--- config.mk ---
export PLATFORM = sky130hd
export DESIGN_NAME = serial_host_port
export DESIGN_NICKNAME = d
export VERILOG_FILES = /design/src/rtl/shp_pkg.sv /design/src/rtl/shp_sync.sv /design/src/rtl/shp_shifter.sv /design/src/rtl/shp_cfgreg.sv /design/src/rtl/serial_host_port.sv
export SDC_FILE = /design/constraint.sdc
export NUM_CORES = 1
export LEC_CHECK = 0
export ABC_AREA = 1
export BUFFER_PORTS_ARGS = -buffer_cell sky130_fd_sc_hd__buf_2
export CORE_ASPECT_RATIO = 1.4
export CORE_MARGIN = 3
export CORE_UTILIZATION = 50
export DETAILED_ROUTE_END_ITERATION = 16
export GPL_TIMING_DRIVEN = 0
export PLACE_DENSITY = 0.67
export SLEW_MARGIN = 20
export SYNTH_ARGS = -nofsm -noshare
export SYNTH_HDL_FRONTEND = slang
export SYNTH_SLANG_ARGS = --single-unit
--- constraint.sdc ---
create_clock -name clk -period 2.7 [get_ports clk]
set_input_delay 0.54 -clock clk [delete_from_list [all_inputs] [get_ports clk]]
set_output_delay 0.54 -clock clk [all_outputs]
set_load 0.005 [all_outputs]
--- src/rtl/shp_pkg.sv ---
// Shared constants and helpers for the serial host port.
// Assumes byte-wide command and data fields sent LSB first.
package shp_pkg;
    localparam int CMD_BITS  = 8;
    localparam int DATA_BITS = 8;
    localparam int RW_POS    = 0;   // command bit: 1 read, 0 write
    localparam int SEL_POS   = 5;   // command bit that addresses this port
    localparam int D_CLR_LOS = 0;
    localparam int D_CLR_DPM = 1;
    localparam int D_EQ_LO   = 2;
    localparam int D_RLOOP   = 5;
    localparam int D_LLOOP   = 6;
    localparam int D_ONES    = 7;

    typedef logic [DATA_BITS-1:0] byte_t;

    // Status field returned as {D7,D6,D5}: events outrank configuration.
    function automatic logic [2:0] status_field(input logic los_f, input logic dpm_f,
                                                input byte_t cfg);
        if (los_f || dpm_f)
            status_field = {dpm_f, los_f, 1'b1};
        else if (cfg[D_RLOOP])
            status_field = 3'b001;
        else
            status_field = {cfg[D_ONES], cfg[D_LLOOP], 1'b0};
    endfunction
endpackage

--- src/rtl/shp_sync.sv ---
// Multi-stage synchronizer with edge detection for a vector of slow pins.
// Assumes each pin holds its level for more than STAGES+1 clocks.
module shp_sync #(
    parameter int               WIDTH  = 5,
    parameter int               STAGES = 2,
    parameter logic [WIDTH-1:0] INIT   = '0
) (
    input  logic             clk,
    input  logic             rst_n,
    input  logic [WIDTH-1:0] async_in,
    output logic [WIDTH-1:0] lvl,
    output logic [WIDTH-1:0] rise,
    output logic [WIDTH-1:0] fall
);
    logic [WIDTH-1:0] last;

    for (genvar g = 0; g < WIDTH; g++) begin : g_bit
        logic [STAGES-1:0] chain;
        // Shift the pin through the synchronizer chain.
        always_ff @(posedge clk) begin
            if (!rst_n) chain <= {STAGES{INIT[g]}};
            else        chain <= {chain[STAGES-2:0], async_in[g]};
        end
        assign lvl[g] = chain[STAGES-1];
    end

    // Keep the previous synchronized level for edge detection.
    always_ff @(posedge clk) begin
        if (!rst_n) last <= INIT;
        else        last <= lvl;
    end

    assign rise = lvl & ~last;
    assign fall = ~lvl & last;
endmodule

--- src/rtl/shp_shifter.sv ---
// Frame engine: collects command and data bits on rising sclk,
// issues a one-cycle commit strobe for addressed writes, and shifts
// the read byte out on the edge chosen by edge_sel.
// Assumes inputs are already synchronized single-cycle edge pulses.
module shp_shifter import shp_pkg::*; #(
    parameter int CMD_W = CMD_BITS,
    parameter int DAT_W = DATA_BITS
) (
    input  logic             clk,
    input  logic             rst_n,
    input  logic             sclk_rise,
    input  logic             sclk_fall,
    input  logic             cs_low,
    input  logic             cs_start,
    input  logic             sdi,
    input  logic             edge_sel,
    input  logic [DAT_W-1:0] rd_byte,
    output logic             wr_stb,
    output logic [DAT_W-1:0] wr_data,
    output logic             sdo,
    output logic             sdo_oe
);
    localparam int FRAME = CMD_W + DAT_W;
    localparam int CNT_W = $clog2(FRAME + 1);

    logic [CNT_W-1:0] cnt;
    logic             active;
    logic             rd_on;
    logic             hold_first;
    logic [CMD_W-1:0] cmd_sh;
    logic [CMD_W-1:0] cmd_next;
    logic [DAT_W-1:0] dat_sh;
    logic [DAT_W-1:0] dat_next;
    logic [DAT_W-1:0] osr;

    assign cmd_next = {sdi, cmd_sh[CMD_W-1:1]};
    assign dat_next = {sdi, dat_sh[DAT_W-1:1]};

    // Frame sequencing, bit capture, commit and read-out shifting.
    always_ff @(posedge clk) begin
        if (!rst_n) begin
            cnt        <= '0;
            active     <= 1'b0;
            rd_on      <= 1'b0;
            hold_first <= 1'b0;
            cmd_sh     <= '0;
            dat_sh     <= '0;
            osr        <= '0;
            wr_stb     <= 1'b0;
            wr_data    <= '0;
        end else begin
            wr_stb <= 1'b0;
            if (cs_start) begin
                active <= 1'b1;
                cnt    <= '0;
                rd_on  <= 1'b0;
            end else if (!cs_low) begin
                active <= 1'b0;
                rd_on  <= 1'b0;
            end else if (active && sclk_rise && cnt < CNT_W'(FRAME)) begin
                cnt <= cnt + 1'b1;
                if (cnt < CNT_W'(CMD_W)) cmd_sh <= cmd_next;
                else                     dat_sh <= dat_next;
                if (rd_on && !edge_sel)
                    osr <= {1'b0, osr[DAT_W-1:1]};
                if (cnt == CNT_W'(CMD_W-1) && cmd_next[RW_POS] && cmd_next[SEL_POS]) begin
                    rd_on      <= 1'b1;
                    osr        <= rd_byte;
                    hold_first <= 1'b1;
                end
                if (cnt == CNT_W'(FRAME-1) && !cmd_sh[RW_POS] && cmd_sh[SEL_POS]) begin
                    wr_stb  <= 1'b1;
                    wr_data <= dat_next;
                end
            end else if (active && sclk_fall && rd_on && edge_sel) begin
                if (hold_first) hold_first <= 1'b0;
                else            osr <= {1'b0, osr[DAT_W-1:1]};
            end
        end
    end

    assign sdo_oe = rd_on;
    assign sdo    = rd_on & osr[0];
endmodule

--- src/rtl/shp_cfgreg.sv ---
// Configuration byte and sticky monitor-change flags.
// Builds the read-back byte with the status field in its top bits.
// Assumes monitor levels are already synchronized.
module shp_cfgreg import shp_pkg::*; (
    input  logic  clk,
    input  logic  rst_n,
    input  logic  wr_stb,
    input  byte_t wr_data,
    input  logic  los_lvl,
    input  logic  dpm_lvl,
    output byte_t cfg,
    output logic  los_chg,
    output logic  dpm_chg,
    output byte_t rd_byte
);
    logic los_prev;
    logic dpm_prev;
    logic rst_cmd;

    assign rst_cmd = wr_stb && wr_data[D_RLOOP] && wr_data[D_LLOOP];

    // Configuration byte update on commit, or clear on reset command.
    always_ff @(posedge clk) begin
        if (!rst_n || rst_cmd) cfg <= '0;
        else if (wr_stb)       cfg <= wr_data;
    end

    // Sticky change flags: a change wins over a clear in the same cycle.
    always_ff @(posedge clk) begin
        if (!rst_n) begin
            los_prev <= 1'b0;
            dpm_prev <= 1'b0;
            los_chg  <= 1'b0;
            dpm_chg  <= 1'b0;
        end else begin
            los_prev <= los_lvl;
            dpm_prev <= dpm_lvl;
            if (los_lvl != los_prev)
                los_chg <= 1'b1;
            else if (rst_cmd || (wr_stb && wr_data[D_CLR_LOS] && !los_lvl))
                los_chg <= 1'b0;
            if (dpm_lvl != dpm_prev)
                dpm_chg <= 1'b1;
            else if (rst_cmd || (wr_stb && wr_data[D_CLR_DPM] && !dpm_lvl))
                dpm_chg <= 1'b0;
        end
    end

    // Read-back: stored low bits, status field in D5..D7.
    always_comb begin
        rd_byte                    = cfg;
        {rd_byte[D_ONES], rd_byte[D_LLOOP], rd_byte[D_RLOOP]} =
            status_field(los_chg, dpm_chg, cfg);
    end
endmodule

--- src/rtl/serial_host_port.sv ---
// Top of the serial host port: synchronizes pins, runs the frame
// engine and holds configuration plus monitor flags.
// Assumes sclk half period is several clk periods long.
module serial_host_port import shp_pkg::*; #(
    parameter int SYNC_STAGES = 2
) (
    input  logic       clk,
    input  logic       rst_n,
    input  logic       sclk,
    input  logic       cs_n,
    input  logic       sdi,
    input  logic       sdo_edge_sel,
    input  logic       los_in,
    input  logic       dpm_in,
    output logic       sdo,
    output logic       sdo_oe,
    output logic       irq_n,
    output logic [2:0] eq_code,
    output logic       rloop_en,
    output logic       lloop_en,
    output logic       all_ones_en
);
    localparam int NPIN = 5;

    logic [NPIN-1:0] pin_lvl;
    logic [NPIN-1:0] pin_rise;
    logic [NPIN-1:0] pin_fall;
    logic            cs_low;
    logic            wr_stb;
    byte_t           wr_data;
    byte_t           cfg;
    byte_t           rd_byte;
    logic            los_chg;
    logic            dpm_chg;
    logic            los_lvl;
    logic            dpm_lvl;

    shp_sync #(.WIDTH(NPIN), .STAGES(SYNC_STAGES), .INIT(5'b00010)) u_sync (
        .clk      (clk),
        .rst_n    (rst_n),
        .async_in ({dpm_in, los_in, sdi, cs_n, sclk}),
        .lvl      (pin_lvl),
        .rise     (pin_rise),
        .fall     (pin_fall)
    );

    assign cs_low  = ~pin_lvl[1];
    assign los_lvl = pin_lvl[3];
    assign dpm_lvl = pin_lvl[4];

    shp_shifter u_shift (
        .clk       (clk),
        .rst_n     (rst_n),
        .sclk_rise (pin_rise[0]),
        .sclk_fall (pin_fall[0]),
        .cs_low    (cs_low),
        .cs_start  (pin_fall[1]),
        .sdi       (pin_lvl[2]),
        .edge_sel  (sdo_edge_sel),
        .rd_byte   (rd_byte),
        .wr_stb    (wr_stb),
        .wr_data   (wr_data),
        .sdo       (sdo),
        .sdo_oe    (sdo_oe)
    );

    shp_cfgreg u_cfg (
        .clk     (clk),
        .rst_n   (rst_n),
        .wr_stb  (wr_stb),
        .wr_data (wr_data),
        .los_lvl (los_lvl),
        .dpm_lvl (dpm_lvl),
        .cfg     (cfg),
        .los_chg (los_chg),
        .dpm_chg (dpm_chg),
        .rd_byte (rd_byte)
    );

    assign irq_n       = ~(los_chg | dpm_chg);
    assign eq_code     = cfg[D_EQ_LO+2:D_EQ_LO];
    assign rloop_en    = cfg[D_RLOOP];
    assign lloop_en    = cfg[D_LLOOP];
    assign all_ones_en = cfg[D_ONES] & ~cfg[D_RLOOP];
endmodule

==> run summary, run 1 <==
• finished clean — run status
• flip-flop — kind of capture point of the worst setup path
• 423 — total instance count after detailed placement
• 30 — Placement Rows
• 32 — number of unique standard cell types used by synthesis
• 4917 sq um — Core Box Area
• 1.359 nW — leakage power
• 64 — TritonCTS Sinks
• 0.5244 — starting utilization of the core area
• 1,899 — number of global-route vias before repair
• 126 — number of DRC markers after the initial detailed-route iteration
• 9 — CP max FO
• u_sync.g_bit[0].chain[0] — destination of the worst hold path
• 0 — Setup violations, final
• 0.009704 — Post-Synth Adder-Cell Area
• ha_1 -> nand2_1 -> nor2_1 -> ha_1 -> nand3_1 -> nor3_4 -> nor2_1 -> a211oi_1 — worst-path cell chain
• 0.2902 — simple-gate area share of the yosys netlist
• 0.007649 ns — worst clock skew
• 438 — Finished Layout Cells
• 344 — synthesized netlist cell count
• 0 — multiplexer fraction of the synthesized cell area
• 0.1631 — layout cell share with drive strength beyond 1
• u_shift.cnt[0] — beginning of the critical path
• 11 — maximum number of pins on one net before global-route repair
• 578.8 nW/um^2 — power per unit of standard cell area
• 0 — initial antenna violation count
• sky130_fd_sc_hd__dfxtp_1 (50%), sky130_fd_sc_hd__nand2_1 (11%), sky130_fd_sc_hd__nor2_1 (10%) — synth top area cells
• 2579 sq um — area of the mapped netlist
• 582.1 MHz — f_max
• u_shift.cnt[0] — startpoint of the worst-slack reg-to-reg timing path
• 0.395 — relative contribution of the clock network to total power
• 0.6363 — final period utilization
• sky130_fd_sc_hd__clkbuf_8 — root buffer cell
• 0 ns — Total Negative Setup Slacks
• 0 — number of max-slew violations in the final report
• 0.029 — share of power burned in combinational logic
• 0 — hold bufs inserted after CTS
• 8 — depth of the most critical reg-to-reg path
• 0 — count of endpoints failing hold in the final timing report
• no — setup repair after global routing missed its margin
• 0.33 ns — later-pin clock latency in the skew report
• flip-flop — Worst setup SP type
• sky130_fd_sc_hd__dfxtp_1 — Slowest cell on crit path
• 0.36 ns — max incr delay on CP
• 0.3778 mW — switching component of the power
• 3411 um — detailed placement HPWL
• input port to flip-flop — Hold Crit Class
• 0.06 ns — Clock Pin Slew Worst Setup and Hold Paths
• 0 — combined buffer and inverter count along the critical path
• 15 — input/output buffers
• 0 — DRC viols
• 2,051 — vias post-DR
• u_shift.wr_data[7] — capturing point of the worst reg2reg path
• 0 — # resized after CTS
• 64 — synthesis-stage register bit count
• 66.70 um — horizontal extent of the die
• 1.293 mW — Internal Dissipation
• 0 — overflow left after global routing
• 0.4968 — sequential share of the synthesized area
• 9 — number of buffers created by CTS
• 0.7360 — worst relative slew slack
• 4752 um — total detailed-routing wirelength
• 0 — Post-DRT Antenna Nets
• 0.1121 — Synth Area in Compound Gates
• 0.98 ns — Reg2Reg Setup Slack
• 0.1750 — overall global routing resource usage
• 0.9821 ns — post-route setup slack
• 4 — number of detailed-routing iterations run before antenna repair
• 0.3870 ns — Fin Hold WS
• 4.683 — ratio of routed vias to standard cells
• sky130_fd_sc_hd__dfxtp_1 — library cell occupying the most area in the post-synthesis netlist
• 380 — count of nets after finishing
• 1.006 ns — pre-CTS WS
• 0.3960 ns — Tightest Pin Transition
• 17 — number of placed I/O pins
• 1.97 ns — arrival time of the worst setup path
• 7.496 sq um — mean cell area of the mapped netlist
• 2.95 ns — CP Data Required Time
• 0 — Post-CTS Setup Repair Bufs
• 0.5870 — final standard cell utilization of the core
• 0.006793 — Post-Synth XOR/XNOR Area
• 0 — synth warn
• 0 — diode count
• 10.85 um — routed len/inst
• 11.94% — relative area change from synthesis to final layout
• 3 — Clock H-tree levels
• 0.0003987 V — worst ir drop on vdd
• 90.98 um — height of the die
• 354 — number of nets produced by synthesis
• simple AND/OR/NAND/NOR gates — main combinational cell family by area after synthesis
• 3 — Worst Hold Depth
• 8211 um — global-route wire length before repair
• yes — TritonCTS clock tree
• 1.718 ns — Final Critical Period
• 0.4968 — fraction of synthesized cell area taken by the top area cell type
• sclk — critical hold path startpoint
• flip-flop to flip-flop — crit path kind
• simple AND/OR/NAND/NOR gates — family with the most delay on the worst path
• 0.576 — sequential cell fraction of total power
• 0.7821 — routability congestion estimate from global placement
• 0.2261 — proportion of total power due to net switching
• 6068 sq um — DIE AREA
• 2 — maximum count of clock buffers along a single path
• 0 — max-capacitance violation count
-- cells in the mapped netlist, drive strengths merged --
| cell type | number |
|---|---|
| a211oi | 1 |
| a21oi | 19 |
| a31o | 1 |
| buf | 7 |
| clkbuf | 4 |
| dfxtp | 64 |
| ha | 2 |
| inv | 41 |
| nand2 | 81 |
| nand3 | 8 |
| nand3b | 1 |
| nor2 | 76 |
| nor3 | 3 |
| o211ai | 1 |
| o21ai | 29 |
| o22ai | 1 |
| or2 | 3 |
| xnor2 | 2 |
-- power groups by stage --
stage	clock network (mW)	registers, mW	logic, mW
after CTS	0.680	0.963	0.0485
after global routing	0.719	0.963	0.0549
final	0.660	0.963	0.0479
after detailed placement	0	0.984	0.0483
after floorplan	0	0.982	0.0330
after global placement	0	0.984	0.0474
-- layout make-up --
type / instances / area, sq um
inverters: 41 / 153.9
flip-flops and latches: 64 / 1281
well taps: 64 / 80.08
repair buffers: 15 / 75.07
clock inverters: 5 / 25.02
plain buffers: 11 / 63.81
clock buffers: 10 / 127.6
multi-input cells: 228 / 1080
fillers: 455 / 2031
-- metrics by stage --
step           area [sq um]  power (mW)
6_report               2887       1.671
5_1_grt                2887       1.737
4_1_cts                2887       1.691
3_5_place_dp           2734       1.032
3_3_place_gp           2734       1.031
2_1_floorplan          2579       1.015
-- registers in the layout, summed over array words and instances (netlist names) --
name / cells
u_shift.dat_sh: 7
u_cfg.cfg: 8
u_sync.g_bit.chain: 10
u_cfg.los_chg: 1
u_shift.active: 1
u_shift.hold_first: 1
u_cfg.dpm_prev: 1
u_cfg.dpm_chg: 1
u_sync.last: 2
u_shift.wr_stb: 1
u_shift.sdo_oe: 1
u_shift.cmd_sh: 8
u_cfg.los_prev: 1
u_shift.wr_data: 8
u_shift.cnt: 5
u_shift.osr: 8
-- layer usage --
metal	vias to the layer above	GRT usage	routed length, um
li1	1113	-	-
met1	905	0.2186	2288
met2	24	0.2748	2236
met3	9	0.05941	153
met4	0	0.06610	74
met5	-	0	0
-- cells by family after synthesis --
| kind of cell | Yosys count |
|---|---|
| AO/OA/AOI/OAI | 52 |
| adder cells (fa/ha/maj) | 2 |
| AND/OR/NAND/NOR | 172 |
| buffers and inverters | 52 |
| flip-flops | 64 |
| XOR/XNOR | 2 |
-- worst register-to-register path, cell delays in order, from the launching register on --
cell                       delay (ns)
sky130_fd_sc_hd__dfxtp_1         0.36
sky130_fd_sc_hd__ha_1            0.18
sky130_fd_sc_hd__nand2_1         0.10
sky130_fd_sc_hd__nor2_1          0.10
sky130_fd_sc_hd__ha_1            0.16
sky130_fd_sc_hd__nand3_1         0.14
sky130_fd_sc_hd__nor3_4          0.36
sky130_fd_sc_hd__nor2_1          0.08
sky130_fd_sc_hd__a211oi_1        0.15
-- layout by cell type (no fill, tap or decap), drive strengths merged --
master  count
xnor2       2
nand3b      1
clkbuf     14
a211oi      1
clkinv      5
o211ai      1
or2         3
o22ai       1
nor2       76
nand2      81
o21ai      29
ha          2
nand3       8
nor3        3
buf        22
inv        41
a21oi      19
dfxtp      64
a31o        1
-- worst max path at each step --
stage | end | slack (ns) | cells past startpoint
5_1_grt | u_shift.wr_data[7] | 0.81 | 8
4_1_cts | u_shift.wr_data[7] | 0.97 | 8
2_1_floorplan | u_shift.wr_data[7] | 1.23 | 8
3_5_place_dp | u_shift.wr_data[7] | 1.01 | 8
6_report | u_shift.wr_data[7] | 0.98 | 8
3_3_place_gp | u_shift.wr_data[7] | 1.01 | 8
(Power assumes the default switching activity.)
==> run 2: changes to the inputs <==
ABC_AREA = 0   (was 1)
clock period = 1.65 ns   (was 2.7 ns; I/O delays follow)
==> run summary, run 2 <==
• 3174 sq um — post-route design area, +10%
• sky130_fd_sc_hd__clkbuf_8 — root buffer cell
• sky130_fd_sc_hd__dfxtp_1 (64), sky130_fd_sc_hd__mux2i_1 (31), sky130_fd_sc_hd__nor2_1 (30) — most instantiated cells after synthesis
• sky130_fd_sc_hd__ha_4 — CP most frequent cell
• 1.86 ns — CP Data Required Time, -1.09 ns
• 270 — number of nets produced by synthesis, -24%
• 1295 sq um — combined flip-flop and latch cell area, +1.1%
• 0.38 ns — max incr delay on CP, +0.02 ns
• sky130_fd_sc_hd__dfxtp_1 — most frequent standard cell in the layout excluding fill and tap cells
• 13 — maximum number of pins on one net before global-route repair, +2
• 936.5 nW/um^2 — power per unit of standard cell area, +62%
• flip-flop to flip-flop — crit path kind
• -0.009 ns — Reg2Reg Setup Slack, -0.99 ns
• 0.2748 — layout cell share with drive strength beyond 1, +0.1117
• 0.4935 — sequential share of the synthesized area, -0.003352
• 49 — number of unique standard cell types used by synthesis, +53%
• u_sync.g_bit.chain — Most flops, register
• -0.2596 ns — pre-CTS WS, -1.266 ns
• yes — setup repair after global routing missed its margin
• 0 — count of endpoints failing hold in the final timing report, unchanged
• 0 — diode count, unchanged
• 1,887 — number of global-route vias before repair, -0.63%
• 2.973 mW — total power, +78%
• 307 — count of nets after finishing, -19%
• 1.659 ns — Final Critical Period, -0.05877 ns
• yes — TritonCTS clock tree
• 416 — final-layout fill cell count, -8.6%
• 1.006 — final period utilization, +0.3693
• 0 — DRC viols, unchanged
• 0 — number of max-slew violations in the final report, unchanged
• 0.0006442 V — worst ir drop on vdd, +62%
• 0 — initial antenna violation count, unchanged
• cs_n — critical hold path startpoint
• 0.01152 ns — worst clock skew, +0.003867 ns
• 0.1195 — multiplexer fraction of the synthesized cell area, +0.1195
• sky130_fd_sc_hd__dfxtp_1 (57), sky130_fd_sc_hd__nor2_1 (30), sky130_fd_sc_hd__mux2i_1 (28) — top library cells by usage in the layout, fill and taps aside
• 4917 sq um — Core Box Area, unchanged
• flip-flop — kind of capture point of the worst setup path
• 0.7491 — routability congestion estimate from global placement, -4.2%
• 0.1971 — simple-gate area share of the yosys netlist, -0.09304
• input port to flip-flop — Hold Crit Class
• 5683 um — total detailed-routing wirelength, +20%
• 5 — CP max FO, -4
• 0.35 ns — later-pin clock latency in the skew report, +0.02 ns
• 0 — synth warn, unchanged
• sky130_fd_sc_hd__dfxtp_1 — most instantiated library cell after synthesis
• 0.006747 — Post-Synth XOR/XNOR Area, -0.00004583
• 22.26% — relative area change from synthesis to final layout
• 3633 um — detailed placement HPWL, +6.5%
• 17 — number of placed I/O pins, unchanged
• 2 — maximum count of clock buffers along a single path, unchanged
• 0.4935 — fraction of synthesized cell area taken by the top area cell type, -0.003352
• 0 — max-capacitance violation count, unchanged
• 1.87 ns — arrival time of the worst setup path, -0.10 ns
• 0.6873 mW — switching component of the power, +82%
• 0.5280 — starting utilization of the core area, +0.003562
• simple AND/OR/NAND/NOR gates — family with the most delay on the worst path
• 2 — Worst Hold Depth, -1
• 0.2053 — overall global routing resource usage, +0.03023
• 0 — overflow left after global routing, unchanged
• 1,951 — vias post-DR, -4.9%
• 0.444 — relative contribution of the clock network to total power, +0.049
• 2.286 mW — Internal Dissipation, +77%
• 0.2312 — proportion of total power due to net switching, +0.005084
• 15.53 um — routed len/inst, +43%
• finished with violations — run status
• 0 — number of enable-type register cells in the synthesized netlist, unchanged
• 64 — synthesis-stage register bit count, unchanged
• 0.6077 ns — Tightest Pin Transition, +0.2117 ns
• 2794 sq um — post-detailed-placement cell area, +2.2%
• negative setup slack — failing checks
• sky130_fd_sc_hd__dfxtp_4 — Slowest cell on crit path
• u_shift.cnt[0] — beginning of the critical path
• 0.027 — share of power burned in combinational logic, -0.002
• sky130_fd_sc_hd__dfxtp_1 — most frequently used flop master after synthesis
• 8 — depth of the most critical reg-to-reg path, unchanged
• 16 — input/output buffers, +1
• 1 — Setup violations, final, +1
• simple AND/OR/NAND/NOR gates — main combinational cell family by area after synthesis
• 340 — total instance count after detailed placement, -20%
• 3 — Clock H-tree levels, unchanged
• sky130_fd_sc_hd__dfxtp_1 (49%), sky130_fd_sc_hd__mux2i_1 (12%), sky130_fd_sc_hd__nor2_1 (4.3%) — synth top area cells
• 4 — number of detailed-routing iterations run before antenna repair, unchanged
• 0.07 ns — Clock Pin Slew Worst Setup and Hold Paths, about the same
• 260 — synthesized netlist cell count, -24%
• 0.009639 — Post-Synth Adder-Cell Area, -0.00006547
• u_shift.wr_data[6] — capturing point of the worst reg2reg path
• 0.1292 — Synth Area in Compound Gates, +0.01708
• 91.26 um — height of the die, +0.31%
• 66.90 um — horizontal extent of the die, +0.31%
• 2596 sq um — area of the mapped netlist, +0.68%
• ha_4 -> and3_4 -> ha_4 -> nand2_4 -> nor4_4 -> buf_6 -> mux2i_1 -> nor2_1 — worst-path cell chain
• 366 — Finished Layout Cells, -16%
• 0 — Post-DRT Antenna Nets, unchanged
• 0.5949 — worst relative slew slack, -0.1412
• 9 — number of buffers created by CTS, unchanged
• 602.7 MHz — f_max, +3.5%
• -0.009113 ns — post-route setup slack, -0.9912 ns
• flip-flop — Worst setup SP type
• 5.331 — ratio of routed vias to standard cells, +14%
• 0 — fraction of synthesis flops using an asynchronous set or reset pin, unchanged
• 9.986 sq um — mean cell area of the mapped netlist, +33%
• 1276 sq um — area of the multi-input gates, +18%
• 9190 um — global-route wire length before repair, +12%
• 6105 sq um — DIE AREA, +0.62%
• 1 — combined buffer and inverter count along the critical path, +1
• u_shift.cnt[0] — startpoint of the worst-slack reg-to-reg timing path
• sky130_fd_sc_hd__dfxtp_1 — library cell occupying the most area in the post-synthesis netlist
• 30 — Placement Rows, unchanged
• 0.529 — sequential cell fraction of total power, -0.047
• 82 — number of DRC markers after the initial detailed-route iteration, -35%
• 64 — TritonCTS Sinks, unchanged
• u_sync.g_bit[1].chain[0] — destination of the worst hold path
• 10 — flip-flop count of the largest register after layout, unchanged
• 1.103 nW — leakage power, -19%
-- run 2: cell types whose count changed after synthesis, moves of 4 or more --
cell | previous run | this run
sky130_fd_sc_hd__nand3_1 | 5 | 10
sky130_fd_sc_hd__nand2b_1 | 0 | 4
sky130_fd_sc_hd__inv_1 | 37 | 4
sky130_fd_sc_hd__and2_1 | 0 | 14
sky130_fd_sc_hd__a211oi_2 | 0 | 5
sky130_fd_sc_hd__inv_2 | 4 | 0
sky130_fd_sc_hd__nand2_1 | 77 | 15
sky130_fd_sc_hd__clkbuf_1 | 4 | 8
sky130_fd_sc_hd__nor2_1 | 71 | 30
sky130_fd_sc_hd__mux2i_1 | 0 | 31
sky130_fd_sc_hd__o21ai_0 | 26 | 6
-- run 2: power groups by stage --
stage / combinational, mW / sequential (mW) / clock, mW
2_1_floorplan: 0.0502 / 1.61 / 0
3_3_place_gp: 0.0800 / 1.61 / 0
3_5_place_dp: 0.0814 / 1.61 / 0
4_1_cts: 0.0799 / 1.58 / 1.35
5_1_grt: 0.0884 / 1.58 / 1.42
6_report: 0.0796 / 1.57 / 1.32
-- run 2: worst max-delay path by stage --
stage / to / slack (ns) / cells past startpoint
finish: u_shift.wr_data[6] / -0.009 / 8
CTS: u_shift.wr_data[6] / -0.18 / 9
global placement: u_shift.osr[3] / -0.25 / 5
global route: u_shift.wr_data[6] / -0.11 / 8
floorplan: u_shift.wr_data[7] / 0.007 / 9
detailed placement: u_shift.osr[3] / -0.26 / 5
-- run 2: repair_timing --
action	CTS	global route
pin swaps	6	8
hold buffers	0	0
buffers inserted	10	2
resized for setup	14	13
gates cloned	1	0
setup endpoints to repair	18	28
-- run 2: routing by layer --
| layer | up-vias | share of wire | track usage | wire, um |
|---|---|---|---|---|
| met5 | - | 0 | 0 | 0 |
| met4 | 0 | 0.018 | 0.1083 | 104 |
| met3 | 15 | 0.030 | 0.04950 | 169 |
| met2 | 36 | 0.52 | 0.3303 | 2938 |
| met1 | 919 | 0.43 | 0.2473 | 2469 |
| li1 | 981 | - | - | - |
-- run 2: metrics by stage --
step	hold WS, ns	TNS, ns	util
finish	0.1718	-0.009113	0.6455
global route	0.1717	-1.087	0.6455
floorplan	0.3863	0	-
CTS	0.1606	-1.228	0.6366
global placement	0.3907	-3.007	0.5682
detailed placement	0.3980	-3.238	0.5682
-- run 2: kinds of logic after synthesis --
family	Yosys count
compound gates	45
flops	64
simple gates	95
mux	31
fa+ha+maj	2
buf+inv	21
xor+xnor	2
-- run 2: cell type report --
cell class / count / area share
sequential: 64 / 0.4080
clock buffer: 9 / 0.03902
clock inverter: 7 / 0.02286
inverter: 5 / 0.005913
timing repair buffer: 29 / 0.06622
tap: 64 / 0.02523
multi-input combinational: 175 / 0.4020
buffer: 13 / 0.03075
